File: config.mk
export PLATFORM = sky130hd
export DESIGN_NAME = victimCache
export DESIGN_NICKNAME = d
export VERILOG_FILES = /design/src/rtl/vcPkg.sv /design/src/rtl/vcDatapath.sv /design/src/rtl/vcControl.sv /design/src/rtl/victimCache.sv
export SDC_FILE = /design/constraint.sdc
export NUM_CORES = 1
export LEC_CHECK = 0
export CAP_MARGIN = 25
export CORE_MARGIN = 3
export CORE_UTILIZATION = 50
export CTS_BUF_LIST = sky130_fd_sc_hd__clkbuf_2 sky130_fd_sc_hd__clkbuf_4 sky130_fd_sc_hd__clkbuf_8
export CTS_CLUSTER_SIZE = 24
export DETAILED_ROUTE_END_ITERATION = 8
export DONT_BUFFER_PORTS = 1
export SYNTH_ARGS = -nofsm -noshare
export SYNTH_HDL_FRONTEND = slang
export SYNTH_SLANG_ARGS = --single-unit
File: constraint.sdc
create_clock -name clk -period 6.1 [get_ports clk]
set_input_delay 0.61 -clock clk [delete_from_list [all_inputs] [get_ports clk]]
set_output_delay 0.61 -clock clk [all_outputs]
set_load 0.005 [all_outputs]
File: src/rtl/vcPkg.sv
package vcPkg;
  typedef enum logic [1:0] {
    ST_IDLE = 2'd0,
    ST_WB   = 2'd1,
    ST_RD   = 2'd2
  } vcState_e;

  // strobes from control to datapath
  typedef struct packed {
    logic swapHit;    // lookup hit: return entry, refill or clear it
    logic pushIns;    // write insert line at rotating pointer
    logic latchMiss;  // capture missing line address
    logic fillResp;   // next-level read returned: respond with it
    logic selWb;      // next-level address comes from writeback register
  } vcStrobe_t;
endpackage

File: src/rtl/vcDatapath.sv
module vcDatapath
  import vcPkg::*;
#(
  parameter int AW      = 16,
  parameter int DW      = 32,
  parameter int ENTRIES = 4
) (
  input  logic          clk,
  input  logic          rstN,
  input  vcStrobe_t     strb,
  input  logic [AW-1:0] lookupAddr,
  input  logic          insValid,
  input  logic [AW-1:0] insAddr,
  input  logic [DW-1:0] insData,
  input  logic          insDirty,
  input  logic [DW-1:0] nlRdata,
  output logic          hit,
  output logic          victimDirty,
  output logic          respValid,
  output logic          respHit,
  output logic [DW-1:0] respData,
  output logic          respDirty,
  output logic [AW-1:0] nlAddr,
  output logic [DW-1:0] nlWdata
);
  localparam int IW = (ENTRIES > 1) ? $clog2(ENTRIES) : 1;

  logic [ENTRIES-1:0] entValid;
  logic [ENTRIES-1:0] entDirty;
  logic [AW-1:0]      entTag  [ENTRIES];
  logic [DW-1:0]      entData [ENTRIES];
  logic [ENTRIES-1:0] matchVec;
  logic [IW-1:0]      hitIdx;
  logic [IW-1:0]      wrPtr;
  logic [AW-1:0]      wbAddr;
  logic [DW-1:0]      wbData;
  logic [AW-1:0]      missAddr;

  // parallel tag compare
  for (genvar g = 0; g < ENTRIES; g++) begin : gCmp
    assign matchVec[g] = entValid[g] && (entTag[g] == lookupAddr);
  end

  always_comb begin
    hitIdx = '0;
    for (int i = 0; i < ENTRIES; i++) begin
      if (matchVec[i]) hitIdx = IW'(i);
    end
  end

  assign hit         = |matchVec;
  assign victimDirty = entValid[wrPtr] && entDirty[wrPtr];

  // entry storage
  for (genvar g = 0; g < ENTRIES; g++) begin : gEnt
    always_ff @(posedge clk) begin
      if (!rstN) begin
        entValid[g] <= 1'b0;
        entDirty[g] <= 1'b0;
        entTag[g]   <= '0;
        entData[g]  <= '0;
      end else if (strb.swapHit && matchVec[g]) begin
        if (insValid) begin
          entValid[g] <= 1'b1;
          entDirty[g] <= insDirty;
          entTag[g]   <= insAddr;
          entData[g]  <= insData;
        end else begin
          entValid[g] <= 1'b0;
        end
      end else if (strb.pushIns && (wrPtr == IW'(g))) begin
        entValid[g] <= 1'b1;
        entDirty[g] <= insDirty;
        entTag[g]   <= insAddr;
        entData[g]  <= insData;
      end
    end
  end

  // rotating pointer and captured displaced line
  always_ff @(posedge clk) begin
    if (!rstN) begin
      wrPtr    <= '0;
      wbAddr   <= '0;
      wbData   <= '0;
      missAddr <= '0;
    end else begin
      if (strb.pushIns) begin
        wrPtr  <= (wrPtr == IW'(ENTRIES - 1)) ? '0 : wrPtr + 1'b1;
        wbAddr <= entTag[wrPtr];
        wbData <= entData[wrPtr];
      end
      if (strb.latchMiss) missAddr <= lookupAddr;
    end
  end

  // response register
  always_ff @(posedge clk) begin
    if (!rstN) begin
      respValid <= 1'b0;
      respHit   <= 1'b0;
      respData  <= '0;
      respDirty <= 1'b0;
    end else begin
      respValid <= strb.swapHit || strb.fillResp;
      if (strb.swapHit) begin
        respHit   <= 1'b1;
        respData  <= entData[hitIdx];
        respDirty <= entDirty[hitIdx];
      end else if (strb.fillResp) begin
        respHit   <= 1'b0;
        respData  <= nlRdata;
        respDirty <= 1'b0;
      end
    end
  end

  assign nlAddr  = strb.selWb ? wbAddr : missAddr;
  assign nlWdata = wbData;
endmodule

File: src/rtl/vcControl.sv
module vcControl
  import vcPkg::*;
(
  input  logic      clk,
  input  logic      rstN,
  input  logic      lookupValid,
  input  logic      insValid,
  input  logic      hit,
  input  logic      victimDirty,
  input  logic      nlDone,
  output vcStrobe_t strb,
  output logic      busy,
  output logic      nlReq,
  output logic      nlWrite
);
  vcState_e state, stateNext;
  logic     readPend, readPendNext;

  always_comb begin
    strb         = '0;
    stateNext    = state;
    readPendNext = readPend;
    unique case (state)
      ST_IDLE: begin
        if (lookupValid && hit) begin
          strb.swapHit = 1'b1;
        end else if (lookupValid) begin
          strb.pushIns   = insValid;
          strb.latchMiss = 1'b1;
          readPendNext   = 1'b1;
          stateNext      = (insValid && victimDirty) ? ST_WB : ST_RD;
        end else if (insValid) begin
          strb.pushIns = 1'b1;
          readPendNext = 1'b0;
          if (victimDirty) stateNext = ST_WB;
        end
      end
      ST_WB: begin
        strb.selWb = 1'b1;
        if (nlDone) stateNext = readPend ? ST_RD : ST_IDLE;
      end
      ST_RD: begin
        if (nlDone) begin
          strb.fillResp = 1'b1;
          stateNext     = ST_IDLE;
        end
      end
      default: stateNext = ST_IDLE;
    endcase
  end

  always_ff @(posedge clk) begin
    if (!rstN) begin
      state    <= ST_IDLE;
      readPend <= 1'b0;
    end else begin
      state    <= stateNext;
      readPend <= readPendNext;
    end
  end

  assign busy    = (state != ST_IDLE);
  assign nlReq   = (state == ST_WB) || (state == ST_RD);
  assign nlWrite = (state == ST_WB);
endmodule

File: src/rtl/victimCache.sv
module victimCache
  import vcPkg::*;
#(
  parameter int AW      = 16,
  parameter int DW      = 32,
  parameter int ENTRIES = 4
) (
  input  logic          clk,
  input  logic          rstN,
  input  logic          lookupValid,
  input  logic [AW-1:0] lookupAddr,
  input  logic          insValid,
  input  logic [AW-1:0] insAddr,
  input  logic [DW-1:0] insData,
  input  logic          insDirty,
  output logic          respValid,
  output logic          respHit,
  output logic [DW-1:0] respData,
  output logic          respDirty,
  output logic          busy,
  output logic          nlReq,
  output logic          nlWrite,
  output logic [AW-1:0] nlAddr,
  output logic [DW-1:0] nlWdata,
  input  logic [DW-1:0] nlRdata,
  input  logic          nlDone
);
  vcStrobe_t strb;
  logic      hit;
  logic      victimDirty;

  vcControl uCtrl (
    .clk         (clk),
    .rstN        (rstN),
    .lookupValid (lookupValid),
    .insValid    (insValid),
    .hit         (hit),
    .victimDirty (victimDirty),
    .nlDone      (nlDone),
    .strb        (strb),
    .busy        (busy),
    .nlReq       (nlReq),
    .nlWrite     (nlWrite)
  );

  vcDatapath #(.AW(AW), .DW(DW), .ENTRIES(ENTRIES)) uData (
    .clk         (clk),
    .rstN        (rstN),
    .strb        (strb),
    .lookupAddr  (lookupAddr),
    .insValid    (insValid),
    .insAddr     (insAddr),
    .insData     (insData),
    .insDirty    (insDirty),
    .nlRdata     (nlRdata),
    .hit         (hit),
    .victimDirty (victimDirty),
    .respValid   (respValid),
    .respHit     (respHit),
    .respData    (respData),
    .respDirty   (respDirty),
    .nlAddr      (nlAddr),
    .nlWdata     (nlWdata)
  );
endmodule

==> results_dict.tcl, run 1 <==
set metrics [dict create \
    status "finished clean" \
    cts_buffers 49 \
    regArea_um2 8020 \
    grt.total_usage 0.267 \
    max-vdd-ir-drop_mv 0.186 \
    yosysTopAreaCell "edfxtp_1" \
    slowest_stage "nand2_2" \
    path_max_fanout 34 \
    worstMarginPinSlew_ns 1.04 \
    r2r_cells 7 \
    synth_top_flop_cell "edfxtp_1" \
    holdPathEnd "uData.missAddr[10]" \
    end_kind "flip-flop" \
    cts_max_path_buffers 3 \
    synth_commonest_cells "199 x nor2_1, 192 x edfxtp_1, 137 x nand2_1, 112 x dfxtp_1, 85 x clkbuf_1" \
    drive_gt1_frac 0.198 \
    drv_cap 0 \
    numClockSinks 304 \
    initial_core_util 0.514 \
    coreArea_um2 29000 \
    r2r_slack_ns 2.11 \
    syn_area_um2 14900 \
    arrival_ns 4.24 \
    ys_seq_area_frac 0.537 \
    rsz0062_at_grt "no" \
    grt_max_degree 128 \
    ant_nets 0 \
    worstPathCellList "xnor2_1, nor4b_1, nand4_1, o21ai_0, a31oi_4, nand2_2, buf_4" \
    finalWeightedCongestion 0.975 \
    fp.dieH_um 179 \
    fin_crit_ns 3.99 \
    p_total_mw 6.53 \
    grt_pass1_wl_um 64600 \
    grt_overflow 0 \
    finalClockSkew_ns 0.0374 \
    relSlewSlack 0.305 \
    num_vias 10600 \
    synth_area_leaders "edfxtp_1 39%, dfxtp_1 15%, mux4_2 7.2%" \
    hp-start "lookupAddr[10]" \
    fin_util 0.560 \
    rows 62 \
    detailed_place_hpwl_um 26500 \
    grt_pass1_vias 10800 \
    cts_tree "yes" \
    portBuffers 0 \
    worstSetupStartpointType "flip-flop" \
    fin_cells 1710 \
    die_area_um2 31900 \
    yosys_register_bits 304 \
    tns_ns 0 \
    setup_ws_ns 2.11 \
    syn_inst 1332 \
    critPathRequiredTime_ns 6.34 \
    crit_family "simple AND/OR/NAND/NOR gates" \
    synth_edf_count 192 \
    postSynth.asyncResetShare 0 \
    io_pins 188 \
    synth_top_cell_area_share 0.387 \
    drc 0 \
    nets 1394 \
    synth_area_per_cell_um2 11.2 \
    hold_viol 0 \
    drt-initial-drc-count 850 \
    firstDrtPassIters 7 \
    place_area_um2 15100 \
    max_freq_ghz 0.250 \
    ctsHoldBuffers 0 \
    r2r-end "uData.entData[3][4]" \
    wl_um 42900 \
    cts_max_level 2 \
    cts.clk_slew.worst_paths_ns 0.06 \
    period_share 0.654 \
    critPathMaxStageDelay_ns 0.78 \
    final_area_um2 16300 \
    setup_viol 0 \
    place_inst 1615 \
    power_leakage_nw 5.78 \
    multi_input_area_um2 6420 \
    synth_cell_types 52 \
    synth_most_common_cell "nor2_1" \
    slew_viol_final 0 \
    hp-class "input pin to flip-flop" \
    path_depth 7 \
    dp_slack_ns 1.86 \
    power_density_nw_per_um2 402 \
    yosysWarnings 0 \
    synthToLayoutAreaGrowth_pct 8.96 \
    worst-setup-path-type "flip-flop to flip-flop" \
    cts.repair.resized 0 \
    reg2reg_from "uData.entTag[3][8]" \
    die_w_um 179 \
    syn_nets 1441 \
    num-fill-cells 2512 \
    vias_per_cell 6.18 \
    clock_latency_ns 0.58 \
    cts.root.buffer_cell "clkbuf_8" \
    hold_path_depth 2 \
    wl_per_cell_um 25.1 \
    hold_ws_ns 0.172 \
    cts_setup_buffers 0 \
    antenna_found_initial 1 \
    critPathBufInv 1 \
]
==> state kept, by name, indices dropped and copies added, names as in the netlist <==
signal           cells
uCtrl.readPend       1
uCtrl.state          2
uData.entData      128
uData.entDirty       4
uData.entTag        64
uData.entValid       4
uData.missAddr      16
uData.nlWdata       32
uData.respData      32
uData.respDirty      1
uData.respHit        1
uData.respValid      1
uData.wbAddr        16
uData.wrPtr          2
==> routing by layer <==
layer	vias to the layer above	GRT usage	routed length (µm)
met1	5280	0.349	17600
met5	-	0	0
met3	53	0.0629	3660
li1	4781	-	-
met4	0	0.0705	861
met2	454	0.449	20800
==> placed cells by master, fill, tap and decap left out, types with 5 or more instances in the layout <==
master / n
clkbuf_8: 64
inv_1: 6
nor4_1: 13
dfxtp_1: 110
clkbuf_4: 19
o21ai_1: 12
edfxtp_1: 192
mux2i_1: 20
a21oi_1: 51
mux2_2: 51
o221ai_1: 32
a31oi_1: 37
nand4_1: 10
xor2_1: 38
buf_4: 19
nand2_1: 132
o21ai_0: 81
mux2_4: 30
nand3_1: 55
mux4_2: 48
nand2_2: 5
ha_1: 7
xnor2_1: 27
nor2_1: 198
==> power breakdown <==
part	internal (mW)	switching [mW]	leakage, nW
clock	1.05	0.808	0.566
combinational	0.782	0.963	2.29
sequential	2.62	0.302	2.92
==> cells by family after synthesis <==
| group | count (synthesis) | share of synthesized area |
|---|---|---|
| simple gates | 446 | 0.131 |
| flops | 304 | 0.537 |
| compound gates | 232 | 0.0940 |
| mux | 149 | 0.155 |
| buf+inv | 129 | 0.0398 |
| xor+xnor | 65 | 0.0382 |
| fa+ha+maj | 7 | 0.00587 |
==> worst max-delay path by stage <==
stage / start / to / slack [ns]
floorplan: uData.wrPtr[0] / uData.entData[2][0] / 2.15
global placement: lookupAddr[8] / uData.entData[3][4] / 1.94
detailed placement: lookupAddr[8] / uData.entData[3][4] / 1.86
CTS: uData.entTag[3][8] / uData.entData[3][4] / 2.06
global route: uData.entTag[3][8] / uData.entData[3][5] / 1.91
finish: uData.entTag[3][8] / uData.entData[3][4] / 2.11
==> final cells by class <==
type,instances,area share
Antenna cell,1,0.000154
Clock buffer,83,0.0630
Multi-Input combinational cell,899,0.395
Tap cell,384,0.0296
Sequential cell,304,0.493
Inverter,7,0.00162
Timing Repair Buffer,24,0.0154
Clock inverter,8,0.00231
No activity file was read; power rests on OpenSTA's default activity.
==> run 2: changes to the inputs <==
clock period = 4 ns   (was 6.1 ns; I/O delays follow)
==> run 2 against run 1 <==
  * Core utilization is 1.5 points higher
  * Clock-buffer cell count is 4 lower
  * Hold slack worse by 0.12 ns
  * Die area stayed put
  * Worst setup slack worse by 1.6 ns
  * Clock skew is 0.013 ns lower
  * Combinational power is 59% higher
  * First-iteration DRC count is 9.1% higher
  * Via count is 1.9% higher
  * Critical path depth is 1 higher
  * Register-to-register slack worse by 1.6 ns
  * Wire length is 3.2% higher
  * Largest power group unchanged
==> results_dict.tcl, run 2 (synthesis gave the netlist of run 1 again) <==
set metrics [dict create \
    final_common_cell "nor2_1" \
    ant_nets 0 \
    cts.clk_slew.worst_paths_ns 0.06 \
    firstDrtPassIters 5 \
    ctsHoldBuffers 20 \
    fin_crit_ns 3.51 \
    place_area_um2 15300 \
    end_kind "flip-flop" \
    clock_latency_ns 0.58 \
    worstSetupStartpointType "flip-flop" \
    drc 0 \
    grt_max_degree 65 \
    setup_viol 0 \
    grt_pass1_vias 11000 \
    num-fill-cells 2540 \
    p_total_mw 10.3 \
    drive_gt1_frac 0.206 \
    grt_overflow 0 \
    finalWeightedCongestion 0.920 \
    place_inst 1629 \
    worst-setup-path-type "flip-flop to flip-flop" \
    antennaDiodeCount 0 \
    relSlewSlack 0.489 \
    portBuffers 0 \
    numClockSinks 304 \
    cts_buffers 51 \
    cts.root.buffer_cell "clkbuf_8" \
    vias_per_cell 6.17 \
    slew_viol_final 0 \
    status "finished clean" \
    drt-initial-drc-count 927 \
    rsz0062_at_grt "no" \
    worstSetupEndpoint "uData.missAddr[15]" \
    grt.total_usage 0.274 \
    slowest_stage "and4_1" \
    power_density_nw_per_um2 620 \
    cts.repair.resized 0 \
    grt_pass1_wl_um 66100 \
    hold_viol 0 \
    r2r_cells 8 \
    wl_um 44300 \
    r2r_slack_ns 0.49 \
    hp-class "input pin to flip-flop" \
    initial_core_util 0.514 \
    final_area_um2 16700 \
    max_freq_ghz 0.285 \
    synthToLayoutAreaGrowth_pct 11.9 \
    startpoint "uData.entTag[2][9]" \
    drv_cap 0 \
    finalClockSkew_ns 0.0242 \
    r2r-end "uData.missAddr[15]" \
    cts_max_level 2 \
    largest_reg_flops 128 \
    die_w_um 179 \
    critPathMaxStageDelay_ns 0.64 \
    tns_ns 0 \
    wl_per_cell_um 25.4 \
    top_register "uData.entData" \
    worstMarginPinSlew_ns 0.766 \
    antenna_found_initial 0 \
    detailed_place_hpwl_um 27000 \
    hold_ws_ns 0.0473 \
    critPathRequiredTime_ns 4.47 \
    fp.dieH_um 179 \
    mostFrequentLayoutCells "198 x nor2_1, 192 x edfxtp_1, 132 x nand2_1" \
    worstPathCellList "xnor2_1, nor4b_1, and3_1, nand4_1, and4_1, buf_4, mux2i_1, dlygate4sd3_1" \
    reg.largest.list "uData.entData: 128 flops, uData.entTag: 64 flops" \
    die_area_um2 31900 \
    nets 1428 \
    io_pins 188 \
    regArea_um2 8020 \
    max-vdd-ir-drop_mv 0.365 \
    coreArea_um2 29000 \
    cts_setup_buffers 0 \
    fin_cells 1745 \
    period_share 0.878 \
    cts_max_path_buffers 3 \
    arrival_ns 3.98 \
    multi_input_area_um2 6420 \
    cts_tree "yes" \
    rows 62 \
    power_leakage_nw 5.99 \
    reg2reg_from "uData.entTag[2][9]" \
    num_vias 10800 \
    path_max_fanout 11 \
]
run 2: layout make-up:
class | instances | area share
Sequential cell | 304 | 0.480
Multi-Input combinational cell | 899 | 0.384
Clock buffer | 79 | 0.0603
Timing Repair Buffer | 56 | 0.0334
Tap cell | 384 | 0.0288
Clock inverter | 16 | 0.0113
Inverter | 7 | 0.00157
run 2: worst min-delay path by stage:
stage / end / depth (start not counted) / startpoint
3_3_place_gp: uData.missAddr[11] / 2 / uData.missAddr[11]
5_1_grt: uCtrl.readPend / 2 / lookupValid
3_5_place_dp: uData.missAddr[7] / 2 / uData.missAddr[7]
6_report: uCtrl.readPend / 2 / lookupValid
4_1_cts: uCtrl.readPend / 2 / lookupValid
2_1_floorplan: uData.missAddr[0] / 2 / uData.missAddr[0]
run 2: per-layer routing:
metal / track usage / vias up / wire length [µm] / share of wire
met5: 0 / - / 0 / 0
met4: 0.0808 / 0 / 1070 / 0.024
met3: 0.0504 / 73 / 3240 / 0.073
met1: 0.367 / 5389 / 18400 / 0.42
li1: - / 4839 / - / -
met2: 0.458 / 469 / 21500 / 0.49
run 2: critical path: cells and delay by family, from the launching register on:
kind	cells	cell delay [ns]
buffers and inverters	2	0.86
xor gates and xnor gates	1	0.30
DFF	1	0.39
and+or+nand+nor	4	1.72
muxes	1	0.14
run 2: report_power, final:
| group | internal, mW | total (mW) | switching [mW] |
|---|---|---|---|
| clock network | 1.87 | 3.15 | 1.28 |
| logic | 1.24 | 2.78 | 1.54 |
| registers | 4.00 | 4.41 | 0.414 |
| total | 7.11 | 10.3 | 3.24 |
run 2: metrics by stage:
| step | setup slack, ns | utilization |
|---|---|---|
| 3_3_place_gp | 0.850 | 0.525 |
| 5_1_grt | 0.393 | 0.575 |
| 4_1_cts | 0.534 | 0.574 |
| 3_5_place_dp | 0.763 | 0.526 |
| 6_report | 0.487 | 0.575 |
| 2_1_floorplan | 0.0509 | - |
==> run 3: changes to the inputs <==
CORE_UTILIZATION = 36   (was 50)
==> run 3 against run 2 <==
  * Die area is 37% higher
  * Clock power is 5% higher
  * Critical path type unchanged
  * Register-to-register slack better by 0.27 ns
  * Total power is 1.6% higher
  * Clock skew is 0.010 ns higher
  * Flip-flop and latch count stayed put
  * First-iteration DRC count is 3.0% higher
  * Critical endpoint is now uData.entTag[1][8]
==> results_dict.tcl, run 3 (synthesis gave the netlist of run 1 again) <==
set metrics [dict create \
    status "finished clean" \
    worstPathCellList "xor2_1, nor4_1, nand4_1, and2_1, a41oi_4, buf_4, nor2_1" \
    cts_tree "yes" \
    multi_input_area_um2 6420 \
    use_met2 0.346 \
    switching_share 0.313 \
    cts.clk_slew.worst_paths_ns 0.06 \
    die_w_um 210 \
    final_common_cell "nor2_1" \
    cts_max_level 2 \
    path_depth 7 \
    cts_setup_buffers 0 \
    fp.dieH_um 210 \
    critPathMaxStageDelay_ns 0.76 \
    relSlewSlack 0.313 \
    nets 1430 \
    num-fill-cells 3886 \
    hp-class "input pin to flip-flop" \
    top_register "uData.entData" \
    cts_max_path_buffers 3 \
    drc 0 \
    slowest_stage "a41oi_4" \
    grt_pass1_vias 11200 \
    regArea_um2 8020 \
    largest_reg_flops 128 \
    io_pins 188 \
    numClockSinks 304 \
    end_kind "flip-flop" \
    worstSetupEndpoint "uData.entTag[1][8]" \
    startpoint "uData.entTag[0][3]" \
    detailed_place_hpwl_um 30000 \
    mostFrequentLayoutCells "198 x nor2_1, 192 x edfxtp_1, 132 x nand2_1" \
    max_freq_ghz 0.308 \
    max-vdd-ir-drop_mv 0.332 \
    cts_buffers 52 \
    r2r_slack_ns 0.76 \
    worstMarginPinSlew_ns 1.03 \
    critPathRequiredTime_ns 4.32 \
    arrival_ns 3.56 \
    met3_usage 0.0517 \
    pwr-share-seq 0.425 \
    critPathBufInv 1 \
    wl_um 47400 \
    ctsHoldBuffers 19 \
    grt.total_usage 0.211 \
    portBuffers 0 \
    worst-setup-path-type "flip-flop to flip-flop" \
    power_frac_clock 0.314 \
    grt-busiest-layer "met2" \
    finalClockSkew_ns 0.0345 \
    reg2reg_from "uData.entTag[0][3]" \
    wl_per_cell_um 25.1 \
    ant_nets 0 \
    finalWeightedCongestion 0.895 \
    p_comb_frac 0.261 \
    crit_family "simple AND/OR/NAND/NOR gates" \
    worstSetupStartpointType "flip-flop" \
    initial_core_util 0.369 \
    reg.largest.list "uData.entData: 128 flops, uData.entTag: 64 flops" \
    power_switching_mw 3.29 \
    power.internal_mw 7.22 \
    hold_ws_ns 0.0412 \
    synthToLayoutAreaGrowth_pct 13.2 \
    coreArea_um2 40400 \
    drt-initial-drc-count 955 \
    cts.repair.resized 0 \
    period_share 0.811 \
    vias_per_cell 5.74 \
    grt_pass1_wl_um 70700 \
    grt_max_degree 67 \
    tns_ns 0 \
    slew_viol_final 0 \
    r2r-end "uData.entTag[1][8]" \
    drv_cap 0 \
    num_vias 10800 \
    place_inst 1772 \
    rsz0062_at_grt "no" \
    rows 73 \
    drive_gt1_frac 0.207 \
    clock_latency_ns 0.61 \
    r2r_cells 7 \
    fin_crit_ns 3.24 \
    cts.root.buffer_cell "clkbuf_8" \
    fin_cells 1891 \
    power_leakage_nw 6.00 \
    setup_viol 0 \
    met1_usage 0.274 \
    die_area_um2 43900 \
    hold_viol 0 \
    grt_overflow 0 \
    firstDrtPassIters 5 \
    power_density_nw_per_um2 622 \
    path_max_fanout 30 \
    antenna_found_initial 1 \
]
run 3: changes by cell type in the layout (fill, tap and decap cells not counted), moves of 3 or more:
cell and delta:
clkbuf_8 -7, clkbuf_4 +6, clkinv_2 -5, buf_4 +4
clkinv_1 +4, bufinv_16 +3
run 3: layout make-up:
type                       instances  share of cell area
sequential                       304               0.475
multi-input combinational        899               0.380
clock buffer                      78              0.0565
tap                              525              0.0389
timing repair buffer              57              0.0311
clock inverter                    20              0.0169
inverter                           7             0.00156
antenna                            1            0.000148
run 3: metrics by stage:
step	setup WS, ns	power [mW]	util	cell area (µm²)
3_5_place_dp	0.779	7.23	0.382	15400
3_3_place_gp	0.869	7.15	0.381	15400
5_1_grt	0.531	11.0	0.418	16900
6_report	0.756	10.5	0.418	16900
2_1_floorplan	0.0509	6.33	-	14900
4_1_cts	0.754	10.6	0.418	16900
run 3: worst min path at each step:
stage	start	to	slack (ns)	cells after the start
global route	rstN	uData.missAddr[14]	0.02	2
CTS	rstN	uData.missAddr[14]	0.0007	2
detailed placement	uData.missAddr[4]	uData.missAddr[4]	0.44	2
global placement	uData.missAddr[4]	uData.missAddr[4]	0.44	2
floorplan	uData.missAddr[0]	uData.missAddr[0]	0.43	2
finish	lookupValid	uCtrl.readPend	0.04	2
run 3: power by group through the flow:
stage	registers (mW)	logic, mW	clock network (mW)
2_1_floorplan	4.29	2.04	0
6_report	4.47	2.74	3.30
4_1_cts	4.47	2.74	3.37
3_5_place_dp	4.53	2.70	0
5_1_grt	4.54	2.95	3.50
3_3_place_gp	4.51	2.65	0
run 3: metal layers:
metal  vias up  part of all wire
met5         -                 0
met4         0             0.030
met3        98             0.082
met2       451              0.47
met1      5432              0.41
li1       4865                 -
